`config.mk`:
```
export PLATFORM = sky130hd
export DESIGN_NAME = seqdet_top
export DESIGN_NICKNAME = d
export VERILOG_FILES = /design/src/rtl/seqdet_pkg.sv /design/src/rtl/seqdet_datapath.sv /design/src/rtl/seqdet_control.sv /design/src/rtl/seqdet_top.sv
export SDC_FILE = /design/constraint.sdc
export NUM_CORES = 1
export LEC_CHECK = 0
export BUFFER_PORTS_ARGS = -buffer_cell sky130_fd_sc_hd__buf_2
export CAP_MARGIN = 20
export CORE_AREA = 5 5 42 44
export DETAILED_ROUTE_END_ITERATION = 8
export DIE_AREA = 0 0 47 49
export HOLD_SLACK_MARGIN = 0.05
export PLACE_DENSITY_LB_ADDON = 0.3
export SLEW_MARGIN = 5
export SYNTH_ARGS = -nofsm -noshare
export SYNTH_HDL_FRONTEND = slang
export SYNTH_SLANG_ARGS = --single-unit
```
`constraint.sdc`:
```
create_clock -name clk -period 1.7 [get_ports clk]
set_input_delay 0.17 -clock clk [delete_from_list [all_inputs] [get_ports clk]]
set_output_delay 0.17 -clock clk [all_outputs]
set_load 0.1 [all_outputs]
```
`src/rtl/seqdet_pkg.sv`:
```
package seqdet_pkg;

  typedef enum logic [2:0] {
    ST_IDLE,
    ST_A,
    ST_B,
    ST_C,
    ST_D,
    ST_E,
    ST_F,
    ST_HIT
  } trackState_t;

  // control -> datapath
  typedef struct packed {
    logic latchPair;
  } ctrlStrobe_t;

  // datapath -> control
  typedef struct packed {
    logic       changed;
    logic       illegal;
    logic [1:0] pair;
  } dpStatus_t;

  localparam logic [1:0] PAIR_LO   = 2'b00;
  localparam logic [1:0] PAIR_ONE  = 2'b01;
  localparam logic [1:0] PAIR_TWO  = 2'b10;
  localparam logic [1:0] PAIR_BAD  = 2'b11;

endpackage

```
`src/rtl/seqdet_datapath.sv`:
```
module seqdet_datapath
  import seqdet_pkg::*;
#(
  parameter int SYNC_STAGES = 2
) (
  input  logic        clk,
  input  logic        rst,
  input  logic        x1In,
  input  logic        x2In,
  input  ctrlStrobe_t ctl,
  output dpStatus_t   stat,
  output logic [1:0]  heldPair
);

  localparam int LAST = SYNC_STAGES - 1;

  logic [1:0] syncChain [SYNC_STAGES];
  logic [1:0] prevSample;

  always_ff @(posedge clk) begin
    if (rst) syncChain[0] <= PAIR_LO;
    else     syncChain[0] <= {x1In, x2In};
  end

  generate
    for (genvar g = 1; g < SYNC_STAGES; g++) begin : g_sync
      always_ff @(posedge clk) begin
        if (rst) syncChain[g] <= PAIR_LO;
        else     syncChain[g] <= syncChain[g-1];
      end
    end
  endgenerate

  always_ff @(posedge clk) begin
    if (rst)                prevSample <= PAIR_LO;
    else if (ctl.latchPair) prevSample <= syncChain[LAST];
  end

  always_comb begin
    stat.pair    = syncChain[LAST];
    stat.changed = (syncChain[LAST] != prevSample);
    stat.illegal = (syncChain[LAST] == PAIR_BAD);
  end

  assign heldPair = prevSample;

  // an accepted pair is the one that was presented on the latch cycle
  p_prev_follows_r4: assert property (@(posedge clk) disable iff (rst)
    ctl.latchPair |=> (prevSample == $past(stat.pair)));

  // without a latch strobe the held pair does not move
  p_prev_quiet_r4: assert property (@(posedge clk) disable iff (rst)
    !ctl.latchPair |=> $stable(prevSample));

endmodule

```
`src/rtl/seqdet_control.sv`:
```
module seqdet_control
  import seqdet_pkg::*;
(
  input  logic        clk,
  input  logic        rst,
  input  dpStatus_t   stat,
  output ctrlStrobe_t ctl,
  output logic        matchOut,
  output logic        errFlag
);

  trackState_t state, nextState;
  logic        errQ, errNext;

  function automatic logic [1:0] expectPair(trackState_t s);
    case (s)
      ST_IDLE: expectPair = PAIR_ONE;
      ST_A:    expectPair = PAIR_LO;
      ST_B:    expectPair = PAIR_TWO;
      ST_C:    expectPair = PAIR_LO;
      ST_D:    expectPair = PAIR_TWO;
      ST_E:    expectPair = PAIR_LO;
      ST_F:    expectPair = PAIR_ONE;
      default: expectPair = PAIR_LO;   // ST_HIT acts as ST_A
    endcase
  endfunction

  function automatic trackState_t advance(trackState_t s);
    case (s)
      ST_IDLE: advance = ST_A;
      ST_A:    advance = ST_B;
      ST_B:    advance = ST_C;
      ST_C:    advance = ST_D;
      ST_D:    advance = ST_E;
      ST_E:    advance = ST_F;
      ST_F:    advance = ST_HIT;
      default: advance = ST_B;         // overlap: HIT already holds the first 01
    endcase
  endfunction

  always_comb begin
    nextState = state;
    errNext   = 1'b0;
    if (stat.changed) begin
      if (stat.illegal) begin
        nextState = ST_IDLE;
        errNext   = 1'b1;
      end else if (stat.pair == expectPair(state)) begin
        nextState = advance(state);
      end else if (stat.pair == PAIR_ONE) begin
        nextState = ST_A;
      end else begin
        nextState = ST_IDLE;
      end
    end
  end

  always_ff @(posedge clk) begin
    if (rst) begin
      state <= ST_IDLE;
      errQ  <= 1'b0;
    end else begin
      state <= nextState;
      errQ  <= errNext;
    end
  end

  assign ctl.latchPair = stat.changed;
  assign matchOut      = (state == ST_HIT);
  assign errFlag       = errQ;

  // no accepted change, no step
  p_hold_quiet_r4: assert property (@(posedge clk) disable iff (rst)
    !stat.changed |=> $stable(state));

  // the error flag never lasts two cycles
  p_err_single_r8: assert property (@(posedge clk) disable iff (rst)
    errQ |=> !errQ);

  // a hit is only entered on an accepted 01
  p_hit_on_one_r3: assert property (@(posedge clk) disable iff (rst)
    $rose(matchOut) |-> ($past(stat.pair) == PAIR_ONE && $past(stat.changed)));

endmodule

```
`src/rtl/seqdet_top.sv`:
```
module seqdet_top
  import seqdet_pkg::*;
#(
  parameter int SYNC_STAGES = 2
) (
  input  logic clk,
  input  logic rst,
  input  logic x1In,
  input  logic x2In,
  output logic matchOut,
  output logic errFlag
);

  ctrlStrobe_t ctl;
  dpStatus_t   stat;
  logic [1:0]  heldPair;

  seqdet_datapath #(.SYNC_STAGES(SYNC_STAGES)) u_dp (
    .clk      (clk),
    .rst      (rst),
    .x1In     (x1In),
    .x2In     (x2In),
    .ctl      (ctl),
    .stat     (stat),
    .heldPair (heldPair)
  );

  seqdet_control u_ctrl (
    .clk      (clk),
    .rst      (rst),
    .stat     (stat),
    .ctl      (ctl),
    .matchOut (matchOut),
    .errFlag  (errFlag)
  );

  // output only while the accepted pair is 01
  p_z_at_one_r2: assert property (@(posedge clk) disable iff (rst)
    matchOut |-> (heldPair == PAIR_ONE));

  // the error cycle never shows a match
  p_err_no_match_r8: assert property (@(posedge clk) disable iff (rst)
    errFlag |-> !matchOut);

endmodule

```
==> flow_metrics.py <==
metrics = {
    "cells_and_area": {
        "syn_to_final_growth_pct": 18.5,
        "fin_util_pct": 36.1,
        "antenna_cells": 0,
        "drive_gt1_share_pct": 22.0,
        "fin_nets": 65,
        "instances_no_fill": 75,
        "nFillCells": 149,
        "postLayoutCellArea_sq_um": 505,
    },
    "pwr": {
        "p_leak_uw": 0.000204,
        "p_sw_share_pct": 22.5,
        "ir_worst_vdd_v": 0.000273,
        "fin_total_pwr_uw": 438,
        "comb_power_share_pct": 8.4,
        "power.density_nw_per_um2": 866,
        "p_sw_uw": 98.6,
        "p_seq_share_pct": 55.6,
        "internal-power_uw": 339,
        "clkPwrFrac_pct": 36.1,
    },
    "grt": {
        "grt_max_degree": 10,
        "grt_pass1_wl_mm": 1.19,
        "grt_overflow": 0,
        "track_usage_pct": 7.49,
        "grt_antenna_before_repair": 0,
        "first_global_vias": 297,
    },
    "worst_setup_path": {
        "critPathArrivalTime_ns": 1.32,
        "start_kind": "flip-flop",
        "path_cells": "buf_4, nand2_1, nor2_2, buf_2",
        "required_ns": 1.53,
        "crit_fanout": 7,
        "end_kind": "output port",
        "critPathKind": "reg -> out",
        "cp_slowest_stage_delay_ns": 0.42,
        "slowest_stage": "buf_2",
    },
    "synthesis": {
        "synthCells": 51,
        "avgSynthCellArea_sq_um": 8.37,
        "synthDistinctLibCells": 19,
        "syn_area_sq_um": 427,
        "synth_seq_cells": 10,
        "seq_area_frac_synth_pct": 46.9,
        "yosysWarningCount": 0,
        "syn_nets": 55,
    },
    "floorplan": {
        "row_count": 14,
        "top_level_ports": 6,
        "start_util_pct": 30.4,
        "die-width_um": 47,
        "coreArea_sq_um": 1400,
        "die-area_sq_um": 2300,
        "die_h_um": 49,
    },
    "timing": {
        "period_share_pct": 87.4,
        "fin_crit_ns": 1.49,
        "slew_headroom_pct": 67.9,
        "worstMarginPinSlew_ns": 0.485,
        "maxSlewViolCount": 0,
        "hold_viol": 0,
        "max_freq_ghz": 0.673,
        "timing.setup.tns_ns": 0,
        "clock_skew_ns": 0.00455,
        "setup_viol": 0,
        "rsz0062_at_grt": "no",
    },
    "placed_design": {
        "routabilityCongestion": 0.730,
        "io_buffers": 5,
        "dp_hpwl_um": 512,
        "dp_cells": 72,
        "dpl_cell_area_sq_um": 483,
    },
    "detailed_routing": {
        "drtPass1Iterations": 4,
        "wl_per_cell_um": 9.23,
        "wl_um": 692,
        "drc": 0,
        "first_iter_violations": 2,
        "ant_nets": 0,
        "via_per_inst": 4.72,
        "vias": 354,
    },
    "clock_tree": {
        "cts_sinks": 10,
        "clk_latency_ns": 0.26,
        "worst_setup_hold_path_clk_slew_ns": 0.06,
        "cts-root-buf": "clkbuf_4",
        "cts_buffer_depth": 2,
        "cts_buffers": 3,
        "cts_resized": 0,
        "tritoncts": "built",
        "htreeDepth": 1,
        "postCtsSetupBuffers": 0,
        "holdBufCountCts": 0,
    },
    "status": {
        "outcome": "completed",
    },
    "flow_run": {
        "drv_cap": 0,
    },
    "worst_hold_path": {
        "hold_class": "in -> reg",
    },
}
==> critical path, delay by kind of cell (launching register included) <==
kind | cells | cell delay (ns)
and+or+nand+nor | 2 | 0.16
buffers and inverters | 2 | 0.56
DFF | 1 | 0.33
==> final timing paths <==
path	slack (ns)	cells after the start	start	to
worst max-delay path	0.21	4	u_ctrl.state[0]	matchOut
worst max register to register	0.22	5	u_dp.syncChain[1][1]	u_ctrl.state[2]
worst min-delay path	0.11	2	x1In	u_dp.syncChain[0][1]
worst min register to register	0.44	1	u_dp.syncChain[0][0]	u_dp.syncChain[1][0]
==> sequential cells by signal, indices dropped and copies added (netlist names) <==
register	cells
u_dp.syncChain	4
u_dp.heldPair	2
u_ctrl.state	3
u_ctrl.errFlag	1
==> metal layers <==
metal / GRT usage, % / up-vias / wire length [um]
li1: - / 184 / -
met1: 9.09 / 157 / 304
met2: 9.28 / 8 / 312
met3: 2.21 / 5 / 40
met4: 8.29 / 0 / 36
met5: 0 / - / 0
==> Yosys cell counts <==
master,count,share of area (%)
or3b_1,1,2.1
a21oi_1,4,4.7
and3_1,1,1.5
o21ai_1,1,1.2
nor2b_1,6,8.8
a221oi_2,1,3.5
o21ai_0,3,3.5
xor2_1,1,2.1
dfxtp_1,10,47
nand3_1,3,3.5
clkbuf_1,1,0.88
inv_1,3,2.6
buf_2,1,1.2
nand2_1,3,2.6
clkbuf_2,1,1.2
xnor2_1,2,4.1
nor2_1,7,6.2
nand4_1,1,1.5
a2bb2oi_1,1,2.1
==> cells in the final DEF, fill, tap and decap left out, types with 2 or more instances in the layout <==
cell type  instances
dfxtp_1           10
nand3_1            3
buf_4              3
xnor2_1            2
inv_1              3
nor2b_1            6
nand2_1            3
clkbuf_4           3
nor2_1             6
buf_2              5
a21oi_1            4
o21ai_0            3
==> cell type report <==
class	count	area, sq um	share of cell area, %
Multi-Input combinational cell	35	204	40.3
Inverter	3	11.3	2.23
Tap cell	16	20.0	3.96
Timing Repair Buffer	8	47.5	9.41
Sequential cell	10	200	39.6
Clock buffer	3	22.5	4.46
==> power by group through the flow <==
stage	registers [uW]	clock network [uW]	logic, uW
detailed placement	248	0	36.9
floorplan	249	0	26.4
global placement	248	0	37.1
CTS	243	168	37.0
finish	243	158	36.7
global route	244	175	41.9
==> cells by family after synthesis <==
logic type	after synthesis	share of synthesized area, %
buffers and inverters	6	5.86
XOR/XNOR	3	6.16
AND/OR/NAND/NOR	22	26.1
flip-flops	10	46.9
AO/OA/AOI/OAI	10	15.0
==> stage by stage <==
step | worst slack [ns] | hold WS, ns
global route | 0.115 | 0.128
detailed placement | 0.230 | 0.388
CTS | 0.196 | 0.106
finish | 0.214 | 0.115
floorplan | 0.177 | 0.298
global placement | 0.244 | 0.390
Note: power is estimated with default switching activity, not from simulation.
